$ cat src/rtl/pkt_alloc_pkg.sv
`timescale 1ns/1ps
package pkt_alloc_pkg;

  typedef enum logic [2:0] {
    CMD_NOP         = 3'd0,
    CMD_TX_ALLOC    = 3'd1,
    CMD_MGR_RESET   = 3'd2,
    CMD_RX_POP      = 3'd3,
    CMD_RX_POP_FREE = 3'd4,
    CMD_FREE        = 3'd5,
    CMD_TX_ENQ      = 3'd6,
    CMD_TX_CLR      = 3'd7
  } mgr_cmd_e;

  localparam int ST_RCV     = 0;
  localparam int ST_TXDONE  = 1;
  localparam int ST_TXEMPTY = 2;
  localparam int ST_ALLOC   = 3;

  localparam logic [7:0] ACK_CLEARABLE = 8'hD6;
  localparam logic [7:0] NO_PAGE       = 8'h80;
  localparam logic [7:0] STATUS_RESET  = 8'h04;

  // index of the lowest clear bit among the low n bits, -1 when none
  function automatic int first_zero(input logic [31:0] v, input int n);
    int r;
    r = -1;
    for (int i = 31; i >= 0; i--) begin
      if (i < n && !v[i]) r = i;
    end
    return r;
  endfunction

  // number of set bits among the low n bits
  function automatic int ones(input logic [31:0] v, input int n);
    int c;
    c = 0;
    for (int i = 0; i < 32; i++) begin
      if (i < n && v[i]) c++;
    end
    return c;
  endfunction

  // ring pointer advance
  function automatic int ring_next(input int p, input int depth);
    return (p == depth - 1) ? 0 : p + 1;
  endfunction

endpackage

$ cat src/rtl/page_fifo.sv
`timescale 1ns/1ps
module page_fifo #(
  parameter int DEPTH = 4,
  parameter int W     = 2,
  localparam int PTRW = (DEPTH > 1) ? $clog2(DEPTH) : 1,
  localparam int CW   = $clog2(DEPTH + 1)
) (
  input  logic          clk,
  input  logic          rst_n,
  input  logic          clr,
  input  logic          push,
  input  logic [W-1:0]  push_data,
  input  logic          pop,
  output logic [W-1:0]  head,
  output logic [CW-1:0] count,
  output logic [CW-1:0] count_nxt
);
  import pkt_alloc_pkg::*;

  logic [W-1:0]    mem [DEPTH];
  logic [PTRW-1:0] rd_q, wr_q;
  logic            push_ok, pop_ok;

  assign pop_ok  = pop  && (count != '0) && !clr;
  assign push_ok = push && (count != CW'(DEPTH)) && !clr;

  always_comb begin
    if (clr) count_nxt = '0;
    else     count_nxt = count + CW'(push_ok) - CW'(pop_ok);
  end

  assign head = mem[rd_q];

  always_ff @(posedge clk or negedge rst_n) begin
    if (!rst_n) begin
      rd_q  <= '0;
      wr_q  <= '0;
      count <= '0;
    end else begin
      count <= count_nxt;
      if (clr) begin
        rd_q <= '0;
        wr_q <= '0;
      end else begin
        if (pop_ok)  rd_q <= PTRW'(ring_next(int'(rd_q), DEPTH));
        if (push_ok) wr_q <= PTRW'(ring_next(int'(wr_q), DEPTH));
      end
    end
  end

  always_ff @(posedge clk) begin
    if (push_ok) mem[wr_q] <= push_data;
  end

endmodule

$ cat src/rtl/page_pool.sv
`timescale 1ns/1ps
module page_pool #(
  parameter int NUM_PAGES = 4,
  localparam int PW  = (NUM_PAGES > 1) ? $clog2(NUM_PAGES) : 1,
  localparam int UCW = $clog2(NUM_PAGES + 1)
) (
  input  logic                 clk,
  input  logic                 rst_n,
  input  logic                 clr,
  input  logic [NUM_PAGES-1:0] free_vec,
  input  logic                 rx_req,
  input  logic                 tx_req,
  output logic                 any_free,
  output logic [PW-1:0]        grant_page,
  output logic                 rx_grant,
  output logic                 tx_grant,
  output logic [UCW-1:0]       used_cnt
);
  import pkt_alloc_pkg::*;

  logic [NUM_PAGES-1:0] used_q, used_nxt, take_vec;
  int                   low;

  always_comb begin
    low        = first_zero(32'(used_q), NUM_PAGES);
    any_free   = (low >= 0);
    grant_page = any_free ? PW'(low) : '0;
  end

  // receive wins the page; transmit only takes it when receive is idle
  assign rx_grant = rx_req && any_free;
  assign tx_grant = tx_req && any_free && !rx_req;
  assign take_vec = (rx_grant || tx_grant) ? (NUM_PAGES'(1) << grant_page) : '0;
  assign used_nxt = clr ? '0 : ((used_q & ~free_vec) | take_vec);
  assign used_cnt = UCW'(ones(32'(used_q), NUM_PAGES));

  always_ff @(posedge clk or negedge rst_n) begin
    if (!rst_n) used_q <= '0;
    else        used_q <= used_nxt;
  end

endmodule

$ cat src/rtl/irq_ctrl.sv
`timescale 1ns/1ps
module irq_ctrl (
  input  logic       clk,
  input  logic       rst_n,
  input  logic       ack_we,
  input  logic [7:0] ack_val,
  input  logic       mask_we,
  input  logic [7:0] mask_val,
  input  logic       alloc_clr,
  input  logic       alloc_set,
  input  logic       rcv_set,
  input  logic       rcv_pop,
  input  logic       rcv_left,
  input  logic       txq_empty_nxt,
  input  logic       done_busy_nxt,
  output logic [7:0] status,
  output logic [7:0] mask,
  output logic       irq
);
  import pkt_alloc_pkg::*;

  logic [7:0] st_nxt;

  always_comb begin
    st_nxt = status;
    if (alloc_clr) st_nxt[ST_ALLOC] = 1'b0;
    if (ack_we)    st_nxt = st_nxt & ~(ack_val & ACK_CLEARABLE);
    if (alloc_set) st_nxt[ST_ALLOC] = 1'b1;
    if (rcv_set)      st_nxt[ST_RCV] = 1'b1;
    else if (rcv_pop) st_nxt[ST_RCV] = rcv_left;
    if (txq_empty_nxt) st_nxt[ST_TXEMPTY] = 1'b1;
    if (done_busy_nxt) st_nxt[ST_TXDONE]  = 1'b1;
  end

  always_ff @(posedge clk or negedge rst_n) begin
    if (!rst_n) begin
      status <= STATUS_RESET;
      mask   <= '0;
    end else begin
      status <= st_nxt;
      if (mask_we) mask <= mask_val;
    end
  end

  assign irq = |(status & mask);

endmodule

$ cat src/rtl/pkt_page_alloc.sv
`timescale 1ns/1ps
module pkt_page_alloc #(
  parameter int NUM_PAGES = 4,
  parameter int QDEPTH    = 4,
  localparam int PW  = (NUM_PAGES > 1) ? $clog2(NUM_PAGES) : 1,
  localparam int QCW = $clog2(QDEPTH + 1),
  localparam int UCW = $clog2(NUM_PAGES + 1)
) (
  input  logic          clk,
  input  logic          rst_n,
  input  logic          cmd_we,
  input  logic [7:0]    cmd_byte,
  input  logic          pnum_we,
  input  logic [PW-1:0] pnum_page,
  input  logic          auto_release,
  input  logic          rx_alloc_req,
  output logic          rx_alloc_ok,
  output logic [PW-1:0] rx_alloc_page,
  output logic          tx_start,
  output logic [PW-1:0] tx_page,
  input  logic          tx_done,
  input  logic          ack_we,
  input  logic [7:0]    ack_byte,
  input  logic          mask_we,
  input  logic [7:0]    mask_byte,
  output logic [7:0]    alloc_result,
  output logic [7:0]    rxq_head,
  output logic [7:0]    doneq_head,
  output logic [7:0]    pages_used,
  output logic [7:0]    pool_size,
  output logic [7:0]    int_status,
  output logic [7:0]    int_mask,
  output logic          irq
);
  import pkt_alloc_pkg::*;

  // ---------------- command decode ----------------
  mgr_cmd_e cmd;
  logic     cmd_alloc, cmd_reset, cmd_rx_pop, cmd_rx_free, cmd_free, cmd_enq, cmd_txclr;
  logic     unused_cmd_bits;

  assign cmd         = cmd_we ? mgr_cmd_e'(cmd_byte[7:5]) : CMD_NOP;
  assign cmd_alloc   = (cmd == CMD_TX_ALLOC);
  assign cmd_reset   = (cmd == CMD_MGR_RESET);
  assign cmd_rx_pop  = (cmd == CMD_RX_POP);
  assign cmd_rx_free = (cmd == CMD_RX_POP_FREE);
  assign cmd_free    = (cmd == CMD_FREE);
  assign cmd_enq     = (cmd == CMD_TX_ENQ);
  assign cmd_txclr   = (cmd == CMD_TX_CLR);
  assign unused_cmd_bits = ^cmd_byte[4:0];

  // ---------------- state registers ----------------
  logic [PW-1:0] pnum_q;
  logic          pend_q;
  logic [7:0]    res_q;
  logic          busy_q;
  logic          start_q;
  logic [PW-1:0] inflight_q;

  // ---------------- queues ----------------
  logic [PW-1:0]  rxq_raw, txq_raw, doneq_raw;
  logic [QCW-1:0] rxq_cnt, rxq_cnt_nxt, txq_cnt, txq_cnt_nxt, doneq_cnt, doneq_cnt_nxt;

  // ---------------- pool signals ----------------
  logic                 any_free, rx_grant, tx_grant;
  logic [PW-1:0]        grant_page;
  logic [UCW-1:0]       used_cnt;
  logic [NUM_PAGES-1:0] free_vec;
  logic                 free_any;
  logic                 rx_req_eff, tx_req;

  // ---------------- named internal events ----------------
  logic issue, done_evt, done_push, done_pop, rx_pop_any, rx_popped;

  assign issue      = !busy_q && (txq_cnt != '0) && !cmd_reset && !cmd_txclr;
  assign done_evt   = busy_q && tx_done && !cmd_reset;
  assign done_push  = done_evt && !auto_release;
  assign done_pop   = ack_we && ack_byte[ST_TXDONE];
  assign rx_pop_any = cmd_rx_pop || cmd_rx_free;
  assign rx_popped  = rx_pop_any && (rxq_cnt != '0);

  assign rx_req_eff = rx_alloc_req && !cmd_reset;
  assign tx_req     = (cmd_alloc || pend_q) && !cmd_reset;

  always_comb begin
    free_vec = '0;
    if (cmd_rx_free && rxq_cnt != '0) free_vec = free_vec | (NUM_PAGES'(1) << rxq_raw);
    if (cmd_free)                     free_vec = free_vec | (NUM_PAGES'(1) << pnum_q);
    if (done_evt && auto_release)     free_vec = free_vec | (NUM_PAGES'(1) << inflight_q);
  end
  assign free_any = |free_vec;

  page_pool #(.NUM_PAGES(NUM_PAGES)) u_pool (
    .clk        (clk),
    .rst_n      (rst_n),
    .clr        (cmd_reset),
    .free_vec   (free_vec),
    .rx_req     (rx_req_eff),
    .tx_req     (tx_req),
    .any_free   (any_free),
    .grant_page (grant_page),
    .rx_grant   (rx_grant),
    .tx_grant   (tx_grant),
    .used_cnt   (used_cnt)
  );

  page_fifo #(.DEPTH(QDEPTH), .W(PW)) u_rxq (
    .clk       (clk),
    .rst_n     (rst_n),
    .clr       (cmd_reset),
    .push      (rx_grant),
    .push_data (grant_page),
    .pop       (rx_pop_any),
    .head      (rxq_raw),
    .count     (rxq_cnt),
    .count_nxt (rxq_cnt_nxt)
  );

  page_fifo #(.DEPTH(QDEPTH), .W(PW)) u_txq (
    .clk       (clk),
    .rst_n     (rst_n),
    .clr       (cmd_reset || cmd_txclr),
    .push      (cmd_enq),
    .push_data (pnum_q),
    .pop       (issue),
    .head      (txq_raw),
    .count     (txq_cnt),
    .count_nxt (txq_cnt_nxt)
  );

  page_fifo #(.DEPTH(QDEPTH), .W(PW)) u_doneq (
    .clk       (clk),
    .rst_n     (rst_n),
    .clr       (cmd_reset || cmd_txclr),
    .push      (done_push),
    .push_data (inflight_q),
    .pop       (done_pop),
    .head      (doneq_raw),
    .count     (doneq_cnt),
    .count_nxt (doneq_cnt_nxt)
  );

  irq_ctrl u_irq (
    .clk           (clk),
    .rst_n         (rst_n),
    .ack_we        (ack_we),
    .ack_val       (ack_byte),
    .mask_we       (mask_we),
    .mask_val      (mask_byte),
    .alloc_clr     (cmd_alloc),
    .alloc_set     (tx_grant),
    .rcv_set       (rx_grant),
    .rcv_pop       (rx_popped),
    .rcv_left      (rxq_cnt_nxt != '0),
    .txq_empty_nxt (txq_cnt_nxt == '0),
    .done_busy_nxt (doneq_cnt_nxt != '0),
    .status        (int_status),
    .mask          (int_mask),
    .irq           (irq)
  );

  // ---------------- sequential control ----------------
  always_ff @(posedge clk or negedge rst_n) begin
    if (!rst_n) begin
      pnum_q     <= '0;
      pend_q     <= 1'b0;
      res_q      <= '0;
      busy_q     <= 1'b0;
      start_q    <= 1'b0;
      inflight_q <= '0;
    end else begin
      if (pnum_we) pnum_q <= pnum_page;

      if (cmd_reset) begin
        pend_q <= 1'b0;
        res_q  <= '0;
      end else if (tx_grant) begin
        pend_q <= 1'b0;
        res_q  <= 8'(grant_page);
      end else if (cmd_alloc) begin
        pend_q <= 1'b1;
        res_q  <= NO_PAGE;
      end

      start_q <= issue;
      if (issue) inflight_q <= txq_raw;

      if (cmd_reset)     busy_q <= 1'b0;
      else if (issue)    busy_q <= 1'b1;
      else if (done_evt) busy_q <= 1'b0;
    end
  end

  // ---------------- outputs ----------------
  assign rx_alloc_ok   = rx_grant;
  assign rx_alloc_page = grant_page;
  assign tx_start      = start_q;
  assign tx_page       = inflight_q;
  assign alloc_result  = res_q;
  assign rxq_head      = (rxq_cnt   == '0) ? NO_PAGE : 8'(rxq_raw);
  assign doneq_head    = (doneq_cnt == '0) ? NO_PAGE : 8'(doneq_raw);
  assign pages_used    = 8'(used_cnt);
  assign pool_size     = 8'(NUM_PAGES);

endmodule

$ cat config.mk
export PLATFORM = sky130hd
export DESIGN_NAME = pkt_page_alloc
export DESIGN_NICKNAME = d
export VERILOG_FILES = /design/src/rtl/pkt_alloc_pkg.sv /design/src/rtl/page_fifo.sv /design/src/rtl/page_pool.sv /design/src/rtl/irq_ctrl.sv /design/src/rtl/pkt_page_alloc.sv
export SDC_FILE = /design/constraint.sdc
export NUM_CORES = 1
export LEC_CHECK = 0
export BUFFER_PORTS_ARGS = -buffer_cell sky130_fd_sc_hd__clkbuf_2
export CORE_MARGIN = 5
export CORE_UTILIZATION = 38
export CTS_CLUSTER_DIAMETER = 40
export DETAILED_ROUTE_END_ITERATION = 12
export PLACE_DENSITY = 0.61
export SYNTH_ARGS = -nofsm -noshare
export SYNTH_HDL_FRONTEND = slang
export SYNTH_SLANG_ARGS = --single-unit
$ cat constraint.sdc
create_clock -name clk -period 2.89 [get_ports clk]
set_input_delay 0.867 -clock clk [delete_from_list [all_inputs] [get_ports clk]]
set_output_delay 0.867 -clock clk [all_outputs]
set_load 0.02 [all_outputs]
======== After elaboration in Yosys (flattened, before gate mapping) ========
Memory sizes are Yosys's and may differ from the RTL's. A register that Yosys moved wholly into a read port is not among the register bits.
Cells that the tools add are included.
storage, ports and cells
  flip-flop bits (word level) ............. 54
  bits in latches ......................... 0
  RAM bits ................................ 24
  bits in read-only memories .............. 0
  bits of input ports ..................... 35
  word-level logic and storage cells ...... 185
  memories kept ........................... 3
operators by class
  add/subtract/negate cells ............... 15
  multiply operators ...................... 0
  div/mod/pow operators ................... 0
  $lt $le $gt $ge ......................... 1
  equal/unequal tests ..................... 16
  shifts and indexed selects .............. 4
  mux-type cells .......................... 60
  bitwise operators ....................... 8
  reductions and logical operators ........ 57
memories
  name         words  width  read ports  clocked after memory_dff  write ports  RTL line         text
  u_doneq.mem  4      2      1           0                         1            page_fifo.sv:20  logic [W-1:0] mem [DEPTH];
  u_rxq.mem    4      2      1           0                         1            page_fifo.sv:20
  u_txq.mem    4      2      1           1                         1            page_fifo.sv:20
operators by type and width
  cell                                                                                  count
  32-bit 2-to-1 mux                                                                     4
  8-bit 2-to-1 mux                                                                      5
  2-bit 2-to-1 mux                                                                      19
  32-bit by 1-bit greater-or-equal comparator with 1-bit output, second input constant  1
  1-bit logical AND                                                                     26
  4-bit 2-to-1 mux                                                                      6
  3-bit nonzero test                                                                    8
  3-bit 2-to-1 mux                                                                      7
  1-bit 2-to-1 mux                                                                      19
  8-bit AND                                                                             2
  2-bit nonzero test                                                                    8
  1-bit by 2-bit left shift with 4-bit output, first input constant                     4
  2-bit by 1-bit adder with 2-bit output, second input constant                         6
  2-bit by 1-bit == test with 1-bit output, second input constant                       6
  3-bit == test, second input constant                                                  4
  4-bit bitwise OR                                                                      3
  3-bit by 1-bit adder with 3-bit output                                                3
  3-bit zero test                                                                       3
  3-bit inequality test, second input constant                                          3
  3-bit by 1-bit subtractor with 3-bit output                                           3
  8-bit NOT                                                                             1
  8-bit OR reduction                                                                    1
  1-bit zero test                                                                       7
  3-bit by 2-bit adder with 3-bit output, second input constant                         2
  other kinds (6)                                                                       10

======== Longest topological paths before layout ========
Gate-level depths: netlist of run 1.
  depth after elaboration ................. 14
  mapped depth ............................ 14

======== Hierarchy ========
From an unflattened synthesis of run 1, not the netlist that was laid out.
unflattened totals
  cell total of the unflattened synthesis .. 348
  area total of the unflattened synthesis .. 4155.2 um^2
modules (own cells, without submodules)
  module                 instances  cells an instance  area each (um^2)  sequential area each (um^2)
  page_fifo (u_rxq ...)  2          55                 762.0             415.4
  pkt_page_alloc         1          104                897.1             225.2
  page_fifo (u_doneq)    1          56                 765.7             415.4
  irq_ctrl               1          41                 620.6             376.6
  page_pool              1          37                 347.8             100.1

======== Worst setup path after synthesis of run 1 ========
Ideal clock, no wire load.
  kind .................................... input to register
  from .................................... in cmd_byte[7]
  to ...................................... reg u_irq.status[1]
  arrival time ............................ 3116 ps
  required time ........................... 2761 ps
  slack ................................... -354 ps
  stages on the path ...................... 14
  path buffers ............................ 2
  cells stage by stage .................... buf_4 > xnor2_2 > and3_1 > buf_2 > nor2_1 > ha_1 > inv_1 > ha_1 > inv_1 > fa_1 > xor2_1 > and2_1 > nor3_1 > a2111o_1
on the way
  cells in the longest elaborated chain, start to end .. 12
  elaborated cells between the ends (all ways) .. 17
ends and longest elaborated chain
  item                                                    RTL line               text
  from (decl)                                             pkt_page_alloc.sv:12   input logic [7:0] cmd_byte,
  3-bit 2-to-1 mux (*)                                    pkt_page_alloc.sv:42   assign cmd = cmd_we ? mgr_cmd_e'(cmd_byte[7:5]) : CMD_NOP;
  3-bit by 2-bit == test with 1-bit output                pkt_page_alloc.sv:44   assign cmd_reset = (cmd == CMD_MGR_RESET);
  1-bit zero test                                         pkt_page_alloc.sv:76   assign done_evt = busy_q && tx_done && !cmd_reset;
  1-bit logical AND                                       pkt_page_alloc.sv:76
  1-bit logical AND                                       pkt_page_alloc.sv:77   assign done_push = done_evt && !auto_release;
  1-bit logical AND (2 in a row)                          page_fifo.sv:25        assign push_ok = push && (count != CW'(DEPTH)) && !clr;
  3-bit by 1-bit adder with 3-bit output                  page_fifo.sv:29        else count_nxt = count + CW'(push_ok) - CW'(pop_ok);
  3-bit by 1-bit subtractor with 3-bit output             page_fifo.sv:29
  3-bit 2-to-1 mux (*)                                    page_fifo.sv:28        if (clr) count_nxt = '0;
  named net doneq_cnt_nxt[2]                              pkt_page_alloc.sv:62   logic [QCW-1:0] rxq_cnt, rxq_cnt_nxt, txq_cnt, txq_cnt_nxt, doneq_cnt, doneq_cnt_nxt;
  3-bit nonzero test (*)                                  pkt_page_alloc.sv:156  .done_busy_nxt (doneq_cnt_nxt != '0),
  1-bit 2-to-1 mux or 2-bit nonzero test (tied branches)  n/a
  to (signal assigned)                                    irq_ctrl.sv:40         status <= st_nxt;
  to (decl)                                               irq_ctrl.sv:16         output logic [7:0] status,
Mark *: on every way through the listed nets, which the timed path passes. The rest lies on a longest branch.
A chain may end at the register's enable or synchronous reset.

======== Worst setup path after layout of run 1 ========
  from .................................... in cmd_byte[5]
  to ...................................... reg u_irq.status[0]
on the way
  cells in the longest elaborated chain, start to end .. 13
  elaborated cells between the ends (all ways) .. 19
ends and longest elaborated chain
  item                                         RTL line                                                text
  3-bit 2-to-1 mux (*)                         pkt_page_alloc.sv:42
  3-bit by 2-bit == test with 1-bit output     pkt_page_alloc.sv:44
  1-bit zero test                              page_fifo.sv:24, page_fifo.sv:25, pkt_page_alloc.sv:82
  1-bit logical AND                            pkt_page_alloc.sv:82                                    assign rx_req_eff = rx_alloc_req && !cmd_reset;
  1-bit logical AND                            page_pool.sv:31                                         assign rx_grant = rx_req && any_free;
  1-bit logical AND (2 in a row)               page_fifo.sv:25
  3-bit by 1-bit adder with 3-bit output       page_fifo.sv:29
  3-bit by 1-bit subtractor with 3-bit output  page_fifo.sv:29
  3-bit 2-to-1 mux (*)                         page_fifo.sv:28
  named net rxq_cnt_nxt[1]                     pkt_page_alloc.sv:62
  3-bit nonzero test (*)                       pkt_page_alloc.sv:154                                   .rcv_left (rxq_cnt_nxt != '0),
  1-bit 2-to-1 mux (*)                         irq_ctrl.sv:30                                          else if (rcv_pop) st_nxt[ST_RCV] = rcv_left;
  1-bit 2-to-1 mux (*)                         irq_ctrl.sv:29                                          if (rcv_set) st_nxt[ST_RCV] = 1'b1;
Marked as above.

==> results of run 1 <==
## cells by family (layout without fill, tap and decap cells)
| family | Yosys count | in the layout | share of synthesized area |
|---|---|---|---|
| simple gates | 102 | 102 | 0.140 |
| buf+inv | 66 | 135 | 0.0926 |
| compound gates | 45 | 45 | 0.0991 |
| mux | 23 | 23 | 0.0785 |
| fa+ha+maj | 27 | 27 | 0.0883 |
| flops | 73 | 73 | 0.478 |
| other cells | 2 | 29 | 0.00184 |
| xor+xnor | 8 | 8 | 0.0224 |
## placed cells by master, fill, tap and decap left out, drive strengths merged, types with 17 or more instances in the layout
cell type / count
clkbuf: 67
dfrtp: 48
buf: 37
conb: 29
inv: 26
edfxtp: 24
nor2: 24
ha: 24
nand2: 17
and2: 17
## Yosys cell counts, drive strengths merged, types with 4 or more instances
| cell type | count |
|---|---|
| dfrtp | 48 |
| buf | 37 |
| inv | 25 |
| edfxtp | 24 |
| ha | 24 |
| nor2 | 24 |
| and2 | 17 |
| nand2 | 17 |
| mux2 | 12 |
| nor2b | 9 |
| nor3 | 7 |
| a21oi | 6 |
| mux4 | 6 |
| mux2i | 5 |
| nand3 | 5 |
| o21ai | 5 |
| a22o | 4 |
| clkbuf | 4 |
| nand4 | 4 |
| xor2 | 4 |
## state kept, by name, indices dropped and copies added (netlist names), 3 cells and up
name and flops:
u_txq.count 3, u_rxq.count 3, u_rxq.mem 8, u_pool.used_q 4
u_doneq.count 3, u_txq.mem 8, u_irq.status 7, u_irq.mask 8
u_doneq.mem 8
## layout make-up
class                           instances  area, um2  area share
Clock inverter                          6        115      0.0231
Multi-Input combinational cell        234       1940       0.389
Inverter                               25       93.8      0.0188
Tap cell                              136        170      0.0341
Sequential cell                        73       1950       0.391
Clock buffer                           10        128      0.0256
Timing Repair Buffer                   94        591       0.119
## repair_timing
item | in CTS | in global routing
setup buffers | 3 | 4
resized for setup | 8 | 14
endpoints found under the hold margin | 0 | 0
hold buffers | 0 | 0
endpoints found under the setup margin | 2 | 5
pin swaps | 1 | 7
## worst paths after layout
path	start	end	slack [ns]	cells after the start
min in group asynchronous	rst_n	u_irq.mask[7]$_DFFE_PN0P_	0.62	2
worst min-delay path	u_irq.mask[5]$_DFFE_PN0P_	u_irq.mask[5]$_DFFE_PN0P_	0.52	1
worst min register to register	u_irq.mask[5]$_DFFE_PN0P_	u_irq.mask[5]$_DFFE_PN0P_	0.52	1
worst max register to register	u_doneq.count[0]$_DFF_PN0_	u_irq.status[1]$_DFFE_PN0P_	0.25	11
max in group asynchronous	rst_n	u_pool.used_q[0]$_DFF_PN0_	1.80	2
worst max-delay path	cmd_byte[5]	u_irq.status[0]$_DFFE_PN0P_	0.06	11
## stage by stage
stage	power (uW)	setup slack (ns)	util
finish	4680	0.0645	0.478
global route	5050	0.00264	0.478
CTS	4720	0.00433	0.473
detailed placement	3670	-0.341	0.443
global placement	3590	-0.305	0.443
floorplan	3090	-0.293	-
## layer usage
layer  part of all wire  up-vias
li1                   -     1354
met1               0.45     1338
met2               0.47       81
met3              0.064       11
met4              0.013        0
met5                  0        -
## power by group through the flow
stage	logic, uW	registers, uW	clock network (uW)
2_1_floorplan	1390	1710	0
3_3_place_gp	1870	1720	0
3_5_place_dp	1930	1740	0
4_1_cts	1980	1730	1010
5_1_grt	2220	1780	1050
6_report	1980	1730	978
## critical path, cell delays in order
cell and delay (ns):
clkbuf_4 0.15, or3b_4 0.39, a211oi_4 0.26, ha_1 0.26
inv_1 0.06, ha_2 0.15, inv_1 0.05, fa_2 0.52
nor2_2 0.05, nor4b_2 0.23, o21bai_1 0.08
==> reports/qor.yml, run 1 <==
status: "completed"
cts_max_level: 3
area_delta_synth_final_pct: 22.2
period_minus_slack_ns: 2.83
grt_pass1_vias: 2854
io_pins: 98
grt-ovfl-total: 0
met3_usage: 0.0377
wirelength_um: 8500
hold_ws_ns: 0.523
grt_start_max_net_pins: 50
nets: 499
ys_seq_elements: 73
swShare: 0.389
avgRoutedWirePerCell_um: 14.7
power_frac_clock: 0.209
cp_max_fo: 4
synth_top_area_frac: 0.294
final_antenna_net_count: 0
clock-sinks: 73
min_period_over_period: 0.978
place_area_um2: 4620
start_util: 0.392
insertion_delay_ns: 0.35
synth_ff_type: "dfrtp_1"
synthTopCellsByArea: "dfrtp_1 29%, edfxtp_1 18%, ha_1 7.4%, buf_4 5.7%, mux4_2 3.3%"
vias_per_cell: 4.82
p_int_uw: 2860
tightest_slew_ns: 0.646
report.final.slew_viol_count: 0
required_ns: 3.13
drive_gt1_frac: 0.348
netlist_area_um2: 4080
arrival_ns: 3.07
power_leakage_uw: 0.00225
clkTransAtPathRegs_ns: 0.08
hold_violations: 0
top_usage_layer: "met2"
post-place-cells: 555
drv_cap: 0
ys_types: 69
die_x_um: 114
hpwl_um: 6620
post-route-drc-count: 0
dr.pass1.iters: 4
coreArea_um2: 10400
postLayoutCellArea_um2: 4980
cts_buffer_depth: 2
grt_usage: 0.139
cellPowerDensity_nw_per_um2: 940
avgSynthCellArea_um2: 11.8
use_met1: 0.184
nFillCells: 980
gp_congestion: 0.836
syn_inst: 346
setup-violations-final: 0
combPwrFrac: 0.423
p_seq_frac: 0.369
finClkSkew_ns: 0.00788
rsz0062_at_grt: "false"
relSlewSlack: 0.569
irDropWorstVdd_mv: 0.817
die_h_um: 114
vias: 2784
synth_warnings: 0
end_kind: "flop"
crit_type: "in2reg"
drt_iter0_drc: 134
dieArea_um2: 12900
cts_tree: "done"
grt_util_met2: 0.221
io_buffers: 60
cts_buffers: 9
start_kind: "input pin"
diodes: 0
setup_tns_ns: 0
synth_edf_count: 24
instances_no_fill: 578
antenna_found_initial: 0
row_count: 37
clk_root_buffer_cell: "clkbuf_8"
async_flop_share: 0.671
min_path_type: "reg2reg"
switching_power_uw: 1820
grt_pass1_wl_um: 14200
clock.fmax_mhz: 354
ys_seq_area_frac: 0.478
synth_area_leader_cell: "dfrtp_1"
Note: power is estimated with default switching activity, not from simulation.
==> inputs of run 2 (changes only) <==
Settings changed: GPL_TIMING_DRIVEN set to 0.
==> reports/qor.yml, run 2 (synthesized netlist as in run 1, its figures left out) <==
status: "complete, but fails checks"
failed_checks: "setup timing"
min_path_type: "reg2reg"
power_frac_clock: 0.186  # -0.023
cp_num_buf_inv: 4  # +1
die_x_um: 114  # unchanged
hpwl_um: 6570  # -0.67%
io_buffers: 59  # -1.7%
cp_max_fo: 3  # -1
end_kind: "flop"
top_usage_layer: "met2"
p_int_uw: 2790  # -2.7%
setup-violations-final: 2  # +2
cts_tree: "done"
cts_max_level: 3  # unchanged
max_stage_delay_ns: 0.52  # about the same
grt-ovfl-total: 0  # unchanged
grt_start_max_net_pins: 50  # unchanged
cts_buffers: 9  # unchanged
place_ws_ns: -0.656  # -0.314 ns
cellPowerDensity_nw_per_um2: 906  # -3.5%
gp_congestion: 0.809  # -3.3%
diodes: 0  # unchanged
setup_tns_ns: -0.0515  # -0.0515 ns
final_common_cell: "clkbuf_2"
grt_util_met2: 0.224  # +0.00314
nets: 515  # +3.2%
grt_pass1_vias: 2802  # -1.8%
tightest_slew_ns: 0.626  # -0.0196 ns
drv_cap: 0  # unchanged
cp_cell_sequence: "buf_8, buf_12, or3b_4, a211oi_4, ha_1, inv_1, ha_2, inv_2, fa_2, nor2_2, nor4b_2, o21bai_1"
final_antenna_net_count: 0  # unchanged
min_period_over_period: 1.01  # +0.0343
row_count: 37  # unchanged
vias_per_cell: 4.79  # -0.53%
antenna_found_initial: 0  # unchanged
finish.utilization: 0.489  # +0.0107
use_met1: 0.179  # -0.00529
layout.cells.most_common_list: "55 x clkbuf_2, 47 x dfrtp_1, 43 x buf_4, 29 x conb_1, 24 x edfxtp_1"
irDropWorstVdd_mv: 0.675  # -17%
fin_ws_ns: -0.0346  # -0.0991 ns
grt_pass1_wl_um: 14200  # unchanged
rsz0062_at_grt: "true"
wirelength_um: 8670  # +2.0%
io_pins: 98  # unchanged
clock.fmax_mhz: 342  # -3.4%
report.final.slew_viol_count: 0  # unchanged
start_util: 0.392  # unchanged
post-place-cells: 568  # +2.3%
hold_violations: 0  # unchanged
cts_hold_buffers: 0  # unchanged
instances_no_fill: 594  # +2.8%
crit_slowest_cell: "fa_2"
clk_root_buffer_cell: "clkbuf_8"
drt_iter0_drc: 111  # -17%
drive_gt1_frac: 0.367  # +0.0184
finClkSkew_ns: 0.0132  # +0.00529 ns
crit_family: "adder cells"
crit_type: "in2reg"
switching_power_uw: 1830  # +0.64%
power_leakage_uw: 0.00232  # +3.5%
relSlewSlack: 0.583  # +0.0131
swShare: 0.397  # +0.00801
start_kind: "input pin"
insertion_delay_ns: 0.35  # about the same
dr.pass1.iters: 4  # unchanged
vias: 2846  # +2.2%
post-route-drc-count: 0  # unchanged
coreArea_um2: 10400  # unchanged
met3_usage: 0.0355  # -0.00212
die_h_um: 114  # unchanged
clkTransAtPathRegs_ns: 0.07  # about the same
period_minus_slack_ns: 2.92  # +0.0991 ns
clock-sinks: 73  # unchanged
combPwrFrac: 0.439  # +0.016
dieArea_um2: 12900  # unchanged
hold_ws_ns: 0.517  # -0.00585 ns
grt_usage: 0.136  # -0.00261
arrival_ns: 3.15  # +0.08 ns
p_seq_frac: 0.375  # +0.006
area_delta_synth_final_pct: 24.9
required_ns: 3.12  # about the same
cts_buffer_depth: 2  # unchanged
avgRoutedWirePerCell_um: 14.6  # -0.77%
run 2: worst reg2reg max path: cells and delay by family (launching register included):
family	cells	cell delay (ns)
AOI/OAI and AO/OA	2	0.84
adders and majority gates	3	0.75
DFF	1	0.46
and+or+nand+nor	3	0.26
xor gates and xnor gates	1	0.16
buffers and inverters	2	0.09
run 2: cell type report:
cell class	count	area [um2]
fill	951	5320
multi-input combinational	234	1960
sequential	73	1950
timing repair buffer	72	415
buffer	38	293
tap	136	170
clock buffer	11	131
inverter	25	93.8
clock inverter	5	80.1
run 2: worst paths after layout:
check	startpoint	end	slack, ns	depth (start not counted)
setup / recovery	cmd_byte[5]	u_irq.status[0]$_DFFE_PN0P_	-0.03	12
hold / removal	u_irq.mask[5]$_DFFE_PN0P_	u_irq.mask[5]$_DFFE_PN0P_	0.52	1
setup reg to reg	u_doneq.count[1]$_DFF_PN0_	u_irq.status[1]$_DFFE_PN0P_	0.20	11
hold reg to reg	u_irq.mask[5]$_DFFE_PN0P_	u_irq.mask[5]$_DFFE_PN0P_	0.52	1
max in group asynchronous	rst_n	u_pool.used_q[0]$_DFF_PN0_	1.79	2
min in group asynchronous	rst_n	u_irq.mask[7]$_DFFE_PN0P_	0.53	1
run 2: layer usage:
| metal | routed length (um) | share of wire | vias up |
|---|---|---|---|
| li1 | - | - | 1381 |
| met2 | 4230 | 0.49 | 74 |
| met1 | 3870 | 0.45 | 1383 |
| met5 | 0 | 0 | - |
| met3 | 487 | 0.056 | 8 |
| met4 | 77 | 0.0089 | 0 |
run 2: timing repair:
item | 4_1_cts | 5_1_grt
setup buffers | 3 | 9
gates resized for setup | 5 | 17
endpoints found under the setup margin | 4 | 7
pin swaps | 8 | 12
run 2: power groups by stage:
stage / Clock, uW / Sequential, uW / Combinational (uW)
final: 860 / 1730 / 2030
after floorplan: 0 / 1710 / 1390
after global placement: 0 / 1710 / 1870
after global routing: 926 / 1780 / 2250
after CTS: 892 / 1700 / 1980
after detailed placement: 0 / 1720 / 1930
run 2: metrics by stage:
step | area (um2) | total power (uW)
6_report | 5090 | 4620
5_1_grt | 5090 | 4960
4_1_cts | 4950 | 4570
3_5_place_dp | 4700 | 3650
3_3_place_gp | 4700 | 3570
2_1_floorplan | 4230 | 3090
